**src/rtl/trap_pkg.sv**
```systemverilog
package trap_pkg;
  typedef enum logic [2:0] {TC_NONE, TC_IRQ, TC_BRK, TC_HWX, TC_MMU} trap_cls_e;

  // status word bit positions; saved-mode bits sit one above their live bits
  localparam int unsigned ST_IE  = 1;
  localparam int unsigned ST_BIP = 3;
  localparam int unsigned ST_EIP = 9;
  localparam int unsigned ST_UM  = 11;
  localparam int unsigned ST_VM  = 13;

  // syndrome layout
  localparam int unsigned SY_SYN_LSB = 5;
  localparam int unsigned SY_STORE   = 10;
  localparam int unsigned SY_DS      = 12;

  localparam logic [4:0] EC_UNAL  = 5'd1;
  localparam logic [4:0] EC_DPROT = 5'd16;
  localparam logic [4:0] EC_IPROT = 5'd17;
  localparam logic [4:0] EC_DMISS = 5'd18;
  localparam logic [4:0] EC_IMISS = 5'd19;

  localparam logic [1:0] ACC_STORE = 2'd1;
  localparam logic [1:0] ACC_FETCH = 2'd2;

  localparam logic [4:0] LNK_IRQ = 5'd14;
  localparam logic [4:0] LNK_BRK = 5'd16;
  localparam logic [4:0] LNK_EXC = 5'd17;

  localparam logic [7:0] VOFF_IRQ = 8'h10;
  localparam logic [7:0] VOFF_BRK = 8'h18;
  localparam logic [7:0] VOFF_EXC = 8'h20;
endpackage

```
**src/rtl/trap_select.sv**
```systemverilog
module trap_select
  import trap_pkg::*;
#(
  parameter int unsigned XLEN = 32
) (
  input  logic [XLEN-1:0] status_i,
  input  logic            flag_dslot_i,
  input  logic            flag_imm_i,
  input  logic            exc_en_i,
  input  logic            irq_i,
  input  logic            brk_i,
  input  logic            hwx_req_i,
  input  logic            mmu_req_i,
  output trap_cls_e       cls_o
);
  logic irq_ok;

  assign irq_ok = irq_i && status_i[ST_IE] && !status_i[ST_EIP] && !status_i[ST_BIP]
                  && !flag_dslot_i && !flag_imm_i;

  always_comb begin
    if (mmu_req_i)                  cls_o = TC_MMU;
    else if (hwx_req_i && exc_en_i) cls_o = TC_HWX;
    else if (brk_i)                 cls_o = TC_BRK;
    else if (irq_ok)                cls_o = TC_IRQ;
    else                            cls_o = TC_NONE;
  end
endmodule

```
**src/rtl/trap_target.sv**
```systemverilog
module trap_target
  import trap_pkg::*;
#(
  parameter int unsigned XLEN = 32
) (
  input  trap_cls_e       cls_i,
  input  logic [XLEN-1:0] pc_i,
  input  logic [XLEN-1:0] base_vec_i,
  input  logic            flag_dslot_i,
  input  logic            flag_imm_i,
  input  logic            flag_bimm_i,
  output logic [XLEN-1:0] vec_o,
  output logic [4:0]      link_sel_o,
  output logic [XLEN-1:0] link_data_o
);
  localparam logic [XLEN-1:0] STEP  = XLEN'(4);
  localparam logic [XLEN-1:0] STEP2 = XLEN'(8);

  logic [XLEN-1:0] mmu_ret;

  // rewind to the branch (or its prefix) so the slot re-executes with it
  always_comb begin
    if (flag_dslot_i)    mmu_ret = flag_bimm_i ? pc_i - STEP2 : pc_i - STEP;
    else if (flag_imm_i) mmu_ret = pc_i - STEP;
    else                 mmu_ret = pc_i;
  end

  always_comb begin
    unique case (cls_i)
      TC_IRQ: begin
        vec_o = base_vec_i + XLEN'(VOFF_IRQ); link_sel_o = LNK_IRQ; link_data_o = pc_i;
      end
      TC_BRK: begin
        vec_o = base_vec_i + XLEN'(VOFF_BRK); link_sel_o = LNK_BRK; link_data_o = pc_i;
      end
      TC_HWX: begin
        vec_o = base_vec_i + XLEN'(VOFF_EXC); link_sel_o = LNK_EXC; link_data_o = pc_i + STEP;
      end
      TC_MMU: begin
        vec_o = base_vec_i + XLEN'(VOFF_EXC); link_sel_o = LNK_EXC; link_data_o = mmu_ret;
      end
      default: begin
        vec_o = '0; link_sel_o = '0; link_data_o = '0;
      end
    endcase
  end
endmodule

```
**src/rtl/trap_status_next.sv**
```systemverilog
module trap_status_next
  import trap_pkg::*;
#(
  parameter int unsigned XLEN = 32
) (
  input  trap_cls_e       cls_i,
  input  logic [XLEN-1:0] status_i,
  output logic [XLEN-1:0] status_o
);
  localparam int unsigned N_MODE = 2;
  localparam int unsigned MODE_POS [N_MODE] = '{ST_UM, ST_VM};

  logic [XLEN-1:0] flagged;

  always_comb begin
    flagged = status_i;
    unique case (cls_i)
      TC_IRQ:         flagged[ST_IE]  = 1'b0;
      TC_BRK:         flagged[ST_BIP] = 1'b1;
      TC_HWX, TC_MMU: flagged[ST_EIP] = 1'b1;
      default: ;
    endcase
  end

  // push live mode bits into their shadows and drop to privileged, untranslated
  always_comb begin
    status_o = flagged;
    for (int i = 0; i < N_MODE; i++) begin
      status_o[MODE_POS[i]+1] = flagged[MODE_POS[i]];
      status_o[MODE_POS[i]]   = 1'b0;
    end
  end
endmodule

```
**src/rtl/trap_syndrome.sv**
```systemverilog
module trap_syndrome
  import trap_pkg::*;
#(
  parameter int unsigned XLEN  = 32,
  parameter int unsigned SYN_W = 7
) (
  input  trap_cls_e        cls_i,
  input  logic             flag_dslot_i,
  input  logic             hwx_unal_i,
  input  logic [4:0]       hwx_cause_i,
  input  logic [SYN_W-1:0] hwx_syn_i,
  input  logic             hwx_syn_vld_i,
  input  logic             mmu_miss_i,
  input  logic [1:0]       mmu_acc_i,
  output logic [XLEN-1:0]  esr_o,
  output logic             esr_we_o,
  output logic             ear_we_o,
  output logic             btr_we_o
);
  logic [4:0] mmu_code;

  always_comb begin
    if (mmu_acc_i == ACC_FETCH) mmu_code = mmu_miss_i ? EC_IMISS : EC_IPROT;
    else                        mmu_code = mmu_miss_i ? EC_DMISS : EC_DPROT;
  end

  always_comb begin
    esr_o = '0;
    if (cls_i == TC_MMU) begin
      esr_o[4:0]      = mmu_code;
      esr_o[SY_STORE] = (mmu_acc_i == ACC_STORE);
    end else if (hwx_unal_i) begin
      esr_o[4:0] = EC_UNAL;
      if (hwx_syn_vld_i) esr_o[SY_SYN_LSB +: SYN_W] = hwx_syn_i;
    end else begin
      esr_o[4:0] = hwx_cause_i;
    end
    esr_o[SY_DS] = flag_dslot_i;
  end

  assign esr_we_o = (cls_i == TC_MMU) || (cls_i == TC_HWX);
  assign ear_we_o = (cls_i == TC_MMU) || (cls_i == TC_HWX && hwx_unal_i);
  assign btr_we_o = esr_we_o && flag_dslot_i;
endmodule

```
**src/rtl/trap_entry_seq.sv**
```systemverilog
module trap_entry_seq
  import trap_pkg::*;
#(
  parameter int unsigned XLEN  = 32,
  parameter int unsigned SYN_W = 7
) (
  input  logic             clk_i,
  input  logic             rst_ni,
  input  logic [XLEN-1:0]  pc_i,
  input  logic [XLEN-1:0]  status_i,
  input  logic             flag_dslot_i,
  input  logic             flag_imm_i,
  input  logic             flag_bimm_i,
  input  logic [XLEN-1:0]  btarget_i,
  input  logic [XLEN-1:0]  base_vec_i,
  input  logic             exc_en_i,
  input  logic             irq_i,
  input  logic             brk_i,
  input  logic             hwx_req_i,
  input  logic             hwx_unal_i,
  input  logic [4:0]       hwx_cause_i,
  input  logic [SYN_W-1:0] hwx_syn_i,
  input  logic             hwx_syn_vld_i,
  input  logic             mmu_req_i,
  input  logic             mmu_miss_i,
  input  logic [1:0]       mmu_acc_i,
  input  logic [XLEN-1:0]  fault_addr_i,
  output logic             redirect_o,
  output logic [XLEN-1:0]  new_pc_o,
  output logic [4:0]       link_sel_o,
  output logic [XLEN-1:0]  link_data_o,
  output logic [XLEN-1:0]  status_o,
  output logic [XLEN-1:0]  esr_o,
  output logic [XLEN-1:0]  ear_o,
  output logic [XLEN-1:0]  btr_o
);
  trap_cls_e       cls;
  logic [XLEN-1:0] vec_d, link_d, status_d, esr_d;
  logic [4:0]      sel_d;
  logic            esr_we, ear_we, btr_we, take;

  trap_select #(.XLEN(XLEN)) u_sel (
    .status_i, .flag_dslot_i, .flag_imm_i, .exc_en_i,
    .irq_i, .brk_i, .hwx_req_i, .mmu_req_i, .cls_o(cls)
  );

  trap_target #(.XLEN(XLEN)) u_tgt (
    .cls_i(cls), .pc_i, .base_vec_i, .flag_dslot_i, .flag_imm_i, .flag_bimm_i,
    .vec_o(vec_d), .link_sel_o(sel_d), .link_data_o(link_d)
  );

  trap_status_next #(.XLEN(XLEN)) u_st (
    .cls_i(cls), .status_i, .status_o(status_d)
  );

  trap_syndrome #(.XLEN(XLEN), .SYN_W(SYN_W)) u_syn (
    .cls_i(cls), .flag_dslot_i, .hwx_unal_i, .hwx_cause_i, .hwx_syn_i, .hwx_syn_vld_i,
    .mmu_miss_i, .mmu_acc_i, .esr_o(esr_d), .esr_we_o(esr_we), .ear_we_o(ear_we),
    .btr_we_o(btr_we)
  );

  assign take = (cls != TC_NONE);

  always_ff @(posedge clk_i or negedge rst_ni) begin
    if (!rst_ni) begin
      redirect_o  <= 1'b0;
      new_pc_o    <= '0;
      link_sel_o  <= '0;
      link_data_o <= '0;
      status_o    <= '0;
    end else begin
      redirect_o <= take;
      if (take) begin
        new_pc_o    <= vec_d;
        link_sel_o  <= sel_d;
        link_data_o <= link_d;
        status_o    <= status_d;
      end
    end
  end

  always_ff @(posedge clk_i or negedge rst_ni) begin
    if (!rst_ni) begin
      esr_o <= '0;
      ear_o <= '0;
      btr_o <= '0;
    end else begin
      if (esr_we) esr_o <= esr_d;
      if (ear_we) ear_o <= fault_addr_i;
      if (btr_we) btr_o <= btarget_i;
    end
  end
endmodule

```
**config.mk**
```make
export PLATFORM = sky130hd
export DESIGN_NAME = trap_entry_seq
export DESIGN_NICKNAME = d
export VERILOG_FILES = /design/src/rtl/trap_pkg.sv /design/src/rtl/trap_select.sv /design/src/rtl/trap_target.sv /design/src/rtl/trap_status_next.sv /design/src/rtl/trap_syndrome.sv /design/src/rtl/trap_entry_seq.sv
export SDC_FILE = /design/constraint.sdc
export NUM_CORES = 1
export LEC_CHECK = 0
export BUFFER_PORTS_ARGS = -buffer_cell sky130_fd_sc_hd__buf_2
export CAP_MARGIN = 20
export CORE_AREA = 2 2 150 152
export DETAILED_ROUTE_END_ITERATION = 6
export DIE_AREA = 0 0 152 154
export PLACE_DENSITY = 0.83
export SYNTH_ARGS = -nofsm -noshare
export SYNTH_HDL_FRONTEND = slang
export SYNTH_HIERARCHICAL = 1
export SYNTH_SLANG_ARGS = --single-unit
```
**constraint.sdc**
```tcl
create_clock -name clk_i -period 1.8 [get_ports clk_i]
set_input_delay 0 -clock clk_i [delete_from_list [all_inputs] [get_ports clk_i]]
set_output_delay 0 -clock clk_i [all_outputs]
set_load 0.02 [all_outputs]
```
======== Word-level counts from Yosys, hierarchy flattened ========
Index checks and enable logic that the tools add are counted.
word-level totals
  register bits after elaboration ......... 177
  bits of input ports ..................... 187
  word-level logic and storage cells ...... 60
operators by class
  add/sub/neg operators ................... 6
  equality and inequality tests ........... 6
  mux-type cells .......................... 23
  reductions and logical operators ........ 17
operators by type and width
  kind                   number
  $pmux 32 s3            2
  $mux 32                3
  $add 32x5->32 const B  2
  $add 32x3->32 const B  1
  $add 32x6->32 const B  1
  $sub 32x3->32 const B  1
  $sub 32x4->32 const B  1
  $mux 5                 4
  $pmux 5 s3             1
  $mux 7                 2
  $mux 3                 3
  $logic_and 1x1->1      8
  $eq 3x2->1 const B     2
  $mux 1                 6
  $logic_not 1->1        4
  $mux 2                 2
  $reduce_or 2->1        2
  $eq 3x1->1 const B     1
  $eq 3x3->1 const B     1
  $reduce_bool 3->1      1
  $eq 2x1->1 const B     1
  $eq 2x2->1 const B     1
  $logic_or 1x1->1       2

======== Depth between registers and ports, before layout ========
  depth after elaboration ................. 12
  mapped depth ............................ 11

======== By module ========
The synthesis kept the hierarchy.
by module, submodules not included
  module            instances  cells an instance  area each (um^2)
  trap_entry_seq    1          419                7648.6
  trap_target       1          611                3676.0
  trap_syndrome     1          47                 345.3
  trap_status_next  1          36                 261.5
  trap_select       1          7                  45.0

======== Worst setup path before layout ========
OpenSTA, ideal clock, no wires.
  path type ............................... input-to-reg
  start ................................... input status_i[3]
  end ..................................... register new_pc_o[26]
  setup time .............................. 0.125 ns
  arrival ................................. 2.655 ns
  required time ........................... 1.675 ns
  slack ................................... -0.980 ns
  stages on the path ...................... 11
  buffers on the path ..................... 3
  cell sequence ........................... or4_1 > o22ai_1 > clkbuf_1 > clkbuf_1 > inv_1 > nand2_1 > clkbuf_1 > a21oi_1 > o31ai_1 > o21ai_0 > mux2_4
on the way
  word-level cells in the longest chain between the ends .. 11
  elaborated cells on any way between the ends .. 15
  classes of those cells .................. eq/ne (4); mux (5); reduce/logical (6)
RTL lines
  element                                          RTL line              text
  start, declared                                  trap_entry_seq.sv:10  input logic [XLEN-1:0] status_i,
  $logic_not 1->1 (*)                              trap_select.sv:18     assign irq_ok = irq_i && status_i[ST_IE] && !status_i[ST_EIP] && !status_i[ST_BIP]
  $logic_and 1x1->1 (*)                            trap_select.sv:18
  $logic_and 1x1->1 (*) (2 in series)              trap_select.sv:19     && !flag_dslot_i && !flag_imm_i;
  $mux 1 (*)                                       trap_select.sv:25     else if (irq_ok) cls_o = TC_IRQ;
  $mux 3 (*)                                       trap_select.sv:24     else if (brk_i) cls_o = TC_BRK;
  $mux 3 (*)                                       trap_select.sv:23     else if (hwx_req_i && exc_en_i) cls_o = TC_HWX;
  $mux 3 (*)                                       trap_select.sv:22     if (mmu_req_i) cls_o = TC_MMU;
  net cls[0]                                       trap_entry_seq.sv:37  trap_cls_e cls;
  $eq 3x2->1 / $eq 3x3->1 (equally long branches)  trap_target.sv:29     unique case (cls_i)
  $reduce_or 2->1 (no source line)                 n/a
  $pmux 32 s3 (*)                                  trap_target.sv:29
  net vec_d[26]                                    trap_entry_seq.sv:38  logic [XLEN-1:0] vec_d, link_d, status_d, esr_d;
  end signal, assigned                             trap_entry_seq.sv:74  new_pc_o <= vec_d;
  end, declared                                    trap_entry_seq.sv:29  output logic [XLEN-1:0] new_pc_o,
Mark *: on every way through the listed nets, which the timed path passes. The rest lies on a longest branch.
A chain may end at the register's enable or synchronous reset.

======== Final worst setup path ========
  start ................................... input brk_i
  end ..................................... register new_pc_o[29]
on the way
  word-level cells in the longest chain between the ends .. 6
  elaborated cells on any way between the ends .. 10
  classes of those cells .................. eq/ne (4); mux (4); reduce/logical (2)
RTL lines
  element                                          RTL line              text
  start, declared                                  trap_entry_seq.sv:18  input logic brk_i,
  $mux 3 (*)                                       trap_select.sv:24
  $mux 3 (*)                                       trap_select.sv:23
  $mux 3 (*)                                       trap_select.sv:22
  net cls[0]                                       trap_entry_seq.sv:37
  $eq 3x2->1 / $eq 3x3->1 (equally long branches)  trap_target.sv:29
  $reduce_or 2->1 (no source line)                 n/a
  $pmux 32 s3 (*)                                  trap_target.sv:29
  net vec_d[29]                                    trap_entry_seq.sv:38
Marked as above.

==> metrics.txt <==
TritonCTS clock tree yes; Async S/R FF share, synth 1.00; Die ar. 23,400 µm²; nets@finish 1,955; Tot GR Track Use 0.401; core footprint 21,700 µm²; area fraction of the dominant cell type after synthesis 0.414; initial core utilization 0.552; Rel. slew slack 0.568; initial antenna violation count 6; vias in the first global route 12,800; clock network fraction of design power 0.279; EDFF count, synth 0; min-delay src hwx_syn_i[0]; Hold Vio Cnt, Final 1; Sw Share 0.366; Crit path arrival time 2.25 ns; detailed-route via count 12,600; maximum vdd drop 785 µV; P_leak 0.00875 µW; vias per cell 6.13; Final Skew 0 ns; ports placed on the boundary 385; IO buf count 382; slowest CP cell or4_4; Placer Congestion 0.975; wire length per cell 24.4 µm; Combinational Power Share 0.338; Clock Root Buffer clkbuf_16; largest net degree at the start of global routing 57; multi-input combinational cell area 6930 µm²; largest area contributor in the netlist dfrtp_1; num rows 54; Hold/Removal Path Class in2reg; RSZ-0062 raised after global routing true; First-pass DRT Iterations 6; Yosys cell types 74; grt ovf 0; CTS H-Tree Depth 4; Clock transition at path regs 0.08 ns; global-route wire length before repair 73,500 µm; DRT antenna net count 0; drt total wl 50,100 µm; Crit Path Max Fanout 7; syn avg cell area 10.7 µm²; synthesized area 12,000 µm²; Sw Pwr 5340 µW; synth cell count leaders dfrtp_1 (198), mux2_2 (119), mux2_4 (80); CP startpoint kind input pin; reg-to-reg setup timing slack 0.90 ns; Crit Reg-Reg Endpoint btr_o[29]$_DFFE_PN0P_; R2R depth 1; outcome finished with violations; layout cell share with drive strength beyond 1 0.538; clk sinks 198; crit-path max cell delay 0.54 ns; P_int 9240 µW; most frequent cell after synthesis dfrtp_1; crit end category flip-flop; setup violators final 42; delay-heaviest family, CP simple AND/OR/NAND/NOR gates; Worst-Margin Slew 0.646 ns; TritonCTS Buffers 17; dpl cell area 15,900 µm²; Hold Path End esr_o[5]$_DFFE_PN0P_; met1 GRT Util 0.460; synthesized flop and latch total 198; Syn Inst Count 1,120; pre-CTS setup slack -0.611 ns; WP buf/inv 3; Reg area 4950 µm²; Die W 152 µm; Top FF cell, synth dfrtp_1; Clk Latency, worst-skew pair 0.45 ns; Die H 154 µm; post-synthesis sequential area ratio 0.414; most used cell, CP buf_6; Tmin final 1.87 ns; max-slew violations 0; # fillers 1,140; YS warnings 6; WHS -0.000484 ns; failing checks negative hold slack, negative setup slack; Layout area overhead 51.8%; maxcap violations 0; WHS Path Cells 3; gr busiest metal met2; critical path type in2reg; utilization after layout 0.838; Synth area leaders dfrtp_1 (41%), mux2_2 (11%), mux2_4 (10%); Sequential Power Share 0.383; P per Cell Area 802 nW/µm²; DRC Markers 0; initial DRC count 1,354; R2R Path Start btr_o[29]$_DFFE_PN0P_; Fmax 0.533 GHz; hpwl dp 31,200 µm; Period Utilization, post-route 1.04; Finished Cell Area 18,200 µm²; crit path cell chain buf_6 -> or4_4 -> o22ai_4 -> buf_12 -> or3b_4 -> o21ai_4 -> buf_6 -> o21ai_1 -> a21oi_2 -> mux2_4; Critical Path RT 2.18 ns; Setup WS post-layout -0.0748 ns; met2 GRT Util 0.697; GRT met3 Usage 0.0902; clk buf depth 2
[state kept, by name (all words and copies together) (netlist names)]
| signal | count |
|---|---|
| redirect_o | 1 |
| esr_o | 32 |
| new_pc_o | 32 |
| ear_o | 32 |
| btr_o | 32 |
| link_data_o | 32 |
| link_sel_o | 5 |
| status_o | 32 |
[metal layers]
layer / routed length [µm] / share of wire
met1: 17400 / 0.35
met5: 0 / 0
met2: 25000 / 0.50
met4: 3350 / 0.067
met3: 4370 / 0.087
[area by class of cell]
cell class	instances	area share
multi-input combinational	782	0.381
timing repair buffer	735	0.287
sequential	198	0.273
clock buffer	17	0.0234
tap	280	0.0193
clock inverter	14	0.00977
inverter	25	0.00599
antenna	6	0.000826
[what timing repair did]
| action | 4_1_cts | 5_1_grt |
|---|---|---|
| hold buffers | 111 | 1 |
| setup endpoints to repair | 13 | 67 |
| hold endpoints to repair | 308 | 1 |
| pin swaps | 12 | 28 |
| gates resized for setup | 20 | 49 |
| buffers inserted | 1 | 13 |
| cloned | 2 | 3 |
[per-stage QoR]
step	total power (µW)	hold WS, ns	std cells	TNS [ns]
final	14600	-0.000484	2057	-0.878
after global routing	15000	0.0249	2057	-1.53
after floorplan	8200	-0.296	1139	-14.98
after detailed placement	9910	-0.0345	1889	-65.52
after CTS	14000	0.0000774	2034	-0.406
after global placement	9760	-0.0306	1889	-58.37
[kinds of logic after synthesis]
family                     count (synthesis)  synth area share
and+or+nand+nor                          301             0.139
muxes                                    207             0.219
AOI/OAI and AO/OA                        206             0.116
DFF                                      198             0.414
buffers and inverters                    159            0.0744
xor gates and xnor gates                  38            0.0278
adders and majority gates                  9           0.00940
other                                      2          0.000627
[cell usage in the layout (no fill, tap or decap), types with 21 or more instances in the layout]
| cell type | instances |
|---|---|
| a21oi_1 | 24 |
| a31oi_1 | 22 |
| buf_2 | 377 |
| buf_4 | 210 |
| conb_1 | 21 |
| dfrtp_1 | 198 |
| dlygate4sd3_1 | 112 |
| inv_1 | 22 |
| mux2_2 | 78 |
| mux2_4 | 121 |
| nand2_1 | 47 |
| nand3_1 | 30 |
| nand4_1 | 26 |
| nor2_1 | 39 |
| nor3_1 | 29 |
| xnor2_1 | 22 |
[worst max-delay path by stage]
stage | startpoint | endpoint | slack, ns | depth (start not counted)
after floorplan | pc_i[21] | link_data_o[31]$_DFFE_PN0P_ | -0.49 | 7
after global placement | pc_i[28] | link_data_o[31]$_DFFE_PN0P_ | -0.60 | 7
after detailed placement | pc_i[28] | link_data_o[31]$_DFFE_PN0P_ | -0.61 | 7
after CTS | pc_i[27] | link_data_o[31]$_DFFE_PN0P_ | -0.08 | 7
after global routing | brk_i | new_pc_o[16]$_DFFE_PN0P_ | -0.09 | 11
final | brk_i | new_pc_o[29]$_DFFE_PN0P_ | -0.07 | 10
[power by group through the flow]
stage               clock network [µW]  logic (µW)  registers (µW)
detailed placement                   0        4360            5550
finish                            4070        4930            5590
CTS                               3960        4610            5480
global route                      4230        5120            5640
global placement                     0        4250            5500
floorplan                            0        1870            6330
(Power assumes the default switching activity.)
